File: src/rtl/shf_pkg.sv
package shf_pkg;
  typedef enum logic [1:0] {
    ST_IDLE  = 2'd0,
    ST_SHIFT = 2'd1,
    ST_DONE  = 2'd2
  } shf_state_e;
endpackage

File: src/rtl/shf_counter.sv
module shf_counter #(
  parameter int DATA_W = 8,
  parameter int AMT_W  = 8
) (
  input  logic             clk,
  input  logic             rst_n,
  input  logic             load,
  input  logic             dec,
  input  logic [AMT_W-1:0] amt_in,
  output logic             load_is_zero,
  output logic             cnt_last
);
  localparam int CNT_W = $clog2(DATA_W + 1);

  // clamp: any amount at or above the width costs exactly DATA_W steps
  function automatic logic [CNT_W-1:0] clamp_amt(input logic [AMT_W-1:0] a);
    if (32'(a) >= 32'(DATA_W)) return CNT_W'(DATA_W);
    return CNT_W'(a);
  endfunction

  logic [CNT_W-1:0] cnt_q;

  always_ff @(posedge clk or negedge rst_n) begin
    if (!rst_n)    cnt_q <= '0;
    else if (load) cnt_q <= clamp_amt(amt_in);
    else if (dec)  cnt_q <= cnt_q - CNT_W'(1);
  end

  assign load_is_zero = (clamp_amt(amt_in) == '0);
  assign cnt_last     = (cnt_q == CNT_W'(1));
endmodule

File: src/rtl/shf_datapath.sv
module shf_datapath #(
  parameter int DATA_W = 8
) (
  input  logic              clk,
  input  logic              rst_n,
  input  logic              load,
  input  logic              step,
  input  logic              show,
  input  logic [DATA_W-1:0] din,
  input  logic              dir_right_in,
  output logic [DATA_W-1:0] dout
);
  // one logical bit position, zero fill on the vacated side
  function automatic logic [DATA_W-1:0] shift_one(input logic [DATA_W-1:0] v,
                                                  input logic right);
    if (right) return {1'b0, v[DATA_W-1:1]};
    return {v[DATA_W-2:0], 1'b0};
  endfunction

  logic [DATA_W-1:0] val_q;
  logic              dir_q;

  always_ff @(posedge clk or negedge rst_n) begin
    if (!rst_n) begin
      val_q <= '0;
      dir_q <= 1'b0;
    end else if (load) begin
      val_q <= din;
      dir_q <= dir_right_in;
    end else if (step) begin
      val_q <= shift_one(val_q, dir_q);
    end
  end

  assign dout = show ? val_q : '0;
endmodule

File: src/rtl/shf_ctrl.sv
module shf_ctrl
  import shf_pkg::*;
(
  input  logic       clk,
  input  logic       rst_n,
  input  logic       in_valid,
  input  logic       out_ready,
  input  logic       load_is_zero,
  input  logic       cnt_last,
  output logic       idle,
  output logic       busy_shift,
  output logic       done,
  output logic       accept,
  output logic       finish,
  output logic       release_res
);
  shf_state_e st_q, st_d;

  assign idle        = (st_q == ST_IDLE);
  assign busy_shift  = (st_q == ST_SHIFT);
  assign done        = (st_q == ST_DONE);
  assign accept      = idle && in_valid;
  assign finish      = (busy_shift && cnt_last) || (accept && load_is_zero);
  assign release_res = done && out_ready;

  always_comb begin
    st_d = st_q;
    unique case (st_q)
      ST_IDLE:  if (accept) st_d = load_is_zero ? ST_DONE : ST_SHIFT;
      ST_SHIFT: if (cnt_last) st_d = ST_DONE;
      ST_DONE:  if (out_ready) st_d = ST_IDLE;
      default:  st_d = ST_IDLE;
    endcase
  end

  always_ff @(posedge clk or negedge rst_n) begin
    if (!rst_n) st_q <= ST_IDLE;
    else        st_q <= st_d;
  end
endmodule

File: src/rtl/seq_shifter.sv
module seq_shifter #(
  parameter int DATA_W = 8,
  parameter int AMT_W  = 8
) (
  input  logic              clk,
  input  logic              rst_n,
  input  logic              in_valid,
  output logic              in_ready,
  input  logic [DATA_W-1:0] in_data,
  input  logic [AMT_W-1:0]  in_amount,
  input  logic              in_dir_right,
  output logic              out_valid,
  input  logic              out_ready,
  output logic [DATA_W-1:0] out_data
);
  // named internal events, visible to the bound checker
  logic accept_evt;
  logic step_evt;
  logic finish_evt;
  logic release_evt;
  logic load_is_zero;
  logic cnt_last;
  logic idle_w;
  logic done_w;

  shf_ctrl u_ctrl (
    .clk          (clk),
    .rst_n        (rst_n),
    .in_valid     (in_valid),
    .out_ready    (out_ready),
    .load_is_zero (load_is_zero),
    .cnt_last     (cnt_last),
    .idle         (idle_w),
    .busy_shift   (step_evt),
    .done         (done_w),
    .accept       (accept_evt),
    .finish       (finish_evt),
    .release_res  (release_evt)
  );

  shf_counter #(.DATA_W(DATA_W), .AMT_W(AMT_W)) u_cnt (
    .clk          (clk),
    .rst_n        (rst_n),
    .load         (accept_evt),
    .dec          (step_evt),
    .amt_in       (in_amount),
    .load_is_zero (load_is_zero),
    .cnt_last     (cnt_last)
  );

  shf_datapath #(.DATA_W(DATA_W)) u_dp (
    .clk          (clk),
    .rst_n        (rst_n),
    .load         (accept_evt),
    .step         (step_evt),
    .show         (done_w),
    .din          (in_data),
    .dir_right_in (in_dir_right),
    .dout         (out_data)
  );

  assign in_ready  = idle_w;
  assign out_valid = done_w;
endmodule

File: config.mk
export PLATFORM = sky130hd
export DESIGN_NAME = seq_shifter
export DESIGN_NICKNAME = d
export VERILOG_FILES = /design/src/rtl/shf_pkg.sv /design/src/rtl/shf_counter.sv /design/src/rtl/shf_datapath.sv /design/src/rtl/shf_ctrl.sv /design/src/rtl/seq_shifter.sv
export SDC_FILE = /design/constraint.sdc
export NUM_CORES = 1
export LEC_CHECK = 0
export BUFFER_PORTS_ARGS = -buffer_cell sky130_fd_sc_hd__clkbuf_2
export CAP_MARGIN = 20
export CELL_PAD_IN_SITES_DETAIL_PLACEMENT = 0
export CELL_PAD_IN_SITES_GLOBAL_PLACEMENT = 1
export CORE_UTILIZATION = 30
export DETAILED_ROUTE_END_ITERATION = 12
export PLACE_DENSITY = 0.67
export SETUP_SLACK_MARGIN = 0.2
export SKIP_LAST_GASP = 1
export SLEW_MARGIN = 20
export SYNTH_ARGS = -nofsm -noshare
export SYNTH_HDL_FRONTEND = slang
export SYNTH_HIERARCHICAL = 1
export SYNTH_SLANG_ARGS = --single-unit
File: constraint.sdc
create_clock -name clk -period 1.7 [get_ports clk]
set_input_delay 0.17 -clock clk [delete_from_list [all_inputs] [get_ports clk]]
set_output_delay 0.17 -clock clk [all_outputs]
set_load 0.01 [all_outputs]
-- Word-level counts from Yosys, hierarchy flattened
Index checks and enable logic that the tools add are counted.
- word-level logic and storage cells: 37
- bits in registers: 15
- output and inout port bits: 10
- mux-type cells: 20
- reductions and logical operators: 5
- equality and inequality tests: 6
- add/subtract/negate cells: 1
- magnitude comparators: 1
- operators by type and width (operator ; number):
    8-bit two-way mux ; 5
    4-bit two-way mux ; 5
    8-bit by 4-bit >= comparator with 1-bit output, second input constant ; 1
    2-bit two-way mux ; 4
    2-bit one-hot mux with 3 select lines ; 1
    1-bit two-way mux ; 5
    4-bit by 1-bit == test with 1-bit output, second input constant ; 1
    4-bit logical NOT ; 1
    2-bit inequality test, second input constant ; 2
    4-bit by 1-bit subtractor with 4-bit output, second input constant ; 1
    3-bit AND reduction ; 1
    2-bit by 1-bit == test with 1-bit output, second input constant ; 1
    2-bit == test, second input constant ; 1
    2-bit logical NOT ; 1
    2-bit by 1-bit inequality test with 1-bit output, second input constant ; 1
    2-bit nonzero test ; 1
    1-bit logical AND ; 1

-- Depth between registers and ports, before layout
- word-level depth: 7
- gate-level depth with buffers: 6

-- Hierarchy
The synthesis kept the hierarchy.
- by module, submodules not included (module ; instances ; cells an instance ; sequential area each (um^2) ; area an instance (um^2)):
    shf_datapath ; 1 ; 55 ; 225.2 ; 578.1
    shf_counter ; 1 ; 26 ; 100.1 ; 265.3
    shf_ctrl ; 1 ; 16 ; 50.0 ; 140.1

-- Least setup slack after synthesis
No wires, ideal clock.
- path kind: reg2reg
- from: register u_ctrl.st_q[1]
- to: register u_dp.dir_q
- arrival: 1648 ps
- required time: 1573 ps
- buffers on the path: 1
- clock period less this slack: 1775 ps
- setup time: 127 ps
- path slack: -75 ps
- cell stages (with the launch flop): 6
- cell sequence: dfrtp_1 -> or2_2 -> inv_1 -> and2_1 -> buf_4 -> mux2_1
- longest elaborated chain between the ends: 2
- RTL lines (what ; line ; source):
    start: declaration ; shf_ctrl.sv:17 ; shf_state_e st_q, st_d;
    start signal: assignment ; shf_ctrl.sv:38 ; else st_q <= st_d;
    2-bit logical NOT ; shf_ctrl.sv:19 ; assign idle = (st_q == ST_IDLE);
    net in_ready ; seq_shifter.sv:8 ; output logic in_ready,
    1-bit logical AND ; shf_ctrl.sv:22 ; assign accept = idle && in_valid;
    net accept_evt ; seq_shifter.sv:17 ; logic accept_evt;
    end signal: assignment ; shf_datapath.sv:29 ; dir_q <= dir_right_in;
    end: declaration ; shf_datapath.sv:21 ; logic dir_q;
The timed path passes the listed nets, and every way through them passes these cells.
A chain may end at the register's enable or synchronous reset.

-- Final worst setup path
- from: register u_ctrl.st_q[0]
- to: output port out_data[3]
- longest elaborated chain between the ends: 2
- RTL lines (what ; line ; source):
    2-bit == test ; shf_ctrl.sv:21 ; assign done = (st_q == ST_DONE);
    8-bit two-way mux ; shf_datapath.sv:35 ; assign dout = show ? val_q : '0;
    end: declaration ; seq_shifter.sv:14 ; output logic [DATA_W-1:0] out_data
Every way passes these cells.

==> results.sh <==
export IMPL_status="complete, no violations"
export IMPL_grt_pass1_vias=758
export IMPL_core_um2=3050
export IMPL_cp_arrival_ns=1.30
export IMPL_fin_setup_tns_ns=0
export IMPL_max_freq_mhz=682
export IMPL_grt_max_degree=19
export IMPL_power_mw=1.95
export IMPL_initial_utilization=0.318
export IMPL_die_w_um=58.9
export IMPL_root_buffer="clkbuf_4"
export IMPL_report_final_slew_viol_count=0
export IMPL_path_clk_slew_ns=0.10
export IMPL_finalCritPeriodShare=0.863
export IMPL_syn_area_um2=972
export IMPL_rsz0062_at_grt="true"
export IMPL_ir_worst_vdd_uv=486
export IMPL_num_io_pins=31
export IMPL_cts_num_sinks=15
export IMPL_postSynthAreaPerCell_um2=10.2
export IMPL_crit_type="flop to primary output"
export IMPL_place_hpwl_mm=1.66
export IMPL_end_kind="primary output"
export IMPL_area_growth_pct=30.0
export IMPL_overflow=0
export IMPL_die_h_um=58.9
export IMPL_synth_cells=95
export IMPL_route_detailed_drc=0
export IMPL_dieArea_um2=3470
export IMPL_powerDensity_nw_per_um2=1550
export IMPL_antenna_found_initial=0
export IMPL_track_usage=0.138
export IMPL_cap_violations=0
export IMPL_cts_inserted_buffers=3
export IMPL_max_slew_margin_rel=0.731
export IMPL_finalSetupViolCount=0
export IMPL_cts_tree="built"
export IMPL_portBuffers=30
export IMPL_h_tree_depth=1
export IMPL_post_drt_wl_per_cell_um=12.3
export IMPL_synth_fp_nets=118
export IMPL_min_path_type="primary input to flop"
export IMPL_timing_rr_start="u_ctrl/st_q[1]"
export IMPL_required_ns=1.53
export IMPL_crit_path_start_kind="flop"
export IMPL_initialDrtViolationCount=14
export IMPL_worstMarginPinSlew_ns=0.403
export IMPL_worstHoldStart="in_data[2]"
export IMPL_timing_critical_path_from="u_ctrl/st_q[0]"
export IMPL_antenna_cells=0
export IMPL_worstPathMaxFanout=9
export IMPL_rows=20
export IMPL_hold_violations=0
export IMPL_clk_path_buf_depth=2
export IMPL_critPathSlowestCell="dfrtp_1"
export IMPL_worst_path_largest_cell_delay_ns=0.43
export IMPL_fill_cells=323
export IMPL_drive_gt1_frac=0.407
export IMPL_final_nets=159
export IMPL_vias=811
export IMPL_finalCriticalPeriod_ns=1.47
export IMPL_grt_pass1_wl_mm=3.51
export IMPL_clkLatencyLatePin_ns=0.28
export IMPL_first_pass_iters=3
export IMPL_place_gp_congestion=0.697
export IMPL_ant_nets=0
export IMPL_totalWireLength_mm=2.20
export IMPL_worstPathCellList="and2b_4 > and2_1 > clkbuf_2"
export IMPL_yosys_warnings=6
export IMPL_avgViaCountPerCell=4.53
export IMPL_power_leakage_nw=0.608
export IMPL_fin_skew_ns=0.0128
## layout make-up
type | instances | area, um2 | area share
Clock buffer | 3 | 22.5 | 0.0178
Clock inverter | 1 | 5.00 | 0.00396
Inverter | 4 | 15.0 | 0.0119
Multi-Input combinational cell | 73 | 571 | 0.451
Sequential cell | 15 | 375 | 0.297
Tap cell | 44 | 55.1 | 0.0436
Timing Repair Buffer | 39 | 220 | 0.174
## report_power, final
group	switching, mW	internal [mW]	total, mW	leakage [nW]
registers	0.210	0.526	0.736	0.185
clock network	0.115	0.0872	0.202	0.0177
logic	0.444	0.570	1.01	0.405
## state kept, by name, indices dropped and copies added, names as in the netlist
register and count:
u_cnt/cnt_q 4, u_ctrl/st_q 2, u_dp/dir_q 1, u_dp/val_q 8
## worst max-delay path: cells and delay by family, from the launching register on
kind / cells / cell delay, ns
DFF: 1 / 0.43
and+or+nand+nor: 2 / 0.47
buffers and inverters: 1 / 0.13
## layer usage
layer | up-vias | global-route usage | part of all wire
met1 | 367 | 0.186 | 0.50
met4 | 0 | 0.0204 | 0.0059
met3 | 2 | 0.0462 | 0.056
met2 | 27 | 0.221 | 0.43
li1 | 415 | - | -
met5 | - | 0 | 0
## metrics by stage
step / setup WS, ns / instances / cell area, um2 / hold WS [ns] / util
floorplan: 0.222 / 95 / 981 / -0.126 / -
global placement: 0.264 / 169 / 1180 / 0.117 / 0.387
detailed placement: 0.201 / 169 / 1180 / 0.115 / 0.387
CTS: 0.207 / 174 / 1220 / 0.0854 / 0.400
global route: 0.175 / 179 / 1260 / 0.0774 / 0.414
finish: 0.233 / 179 / 1260 / 0.0921 / 0.414
## cells in the final DEF, fill, tap and decap left out, drive strengths merged, types with 2 or more instances in the layout
master	n
nand2	12
a31oi	2
mux2i	6
buf	8
mux2	3
and2	9
nand2b	3
clkbuf	33
o211ai	7
xor2	2
or3b	8
dfrtp	15
nor2b	3
nand3b	2
inv	4
o22ai	3
ha	2
## path summary, 6_finish.rpt
kind	end	slack (ns)	cells past startpoint
max	out_data[3]	0.23	3
min	u_dp/val_q[2]	0.09	3
max reg2reg	u_dp/val_q[2]	0.25	6
min reg2reg	u_ctrl/st_q[0]	0.52	1
max in group asynchronous	u_cnt/cnt_q[3]	1.07	2
min in group asynchronous	u_dp/dir_q	0.34	2
## repair_timing
action | CTS | global route
endpoints found under the setup margin | 8 | 16
buffers inserted | 0 | 5
resized for setup | 1 | 2
hold buffers | 1 | 0
endpoints found under the hold margin | 15 | 0
No activity file was read; power rests on OpenSTA's default activity.
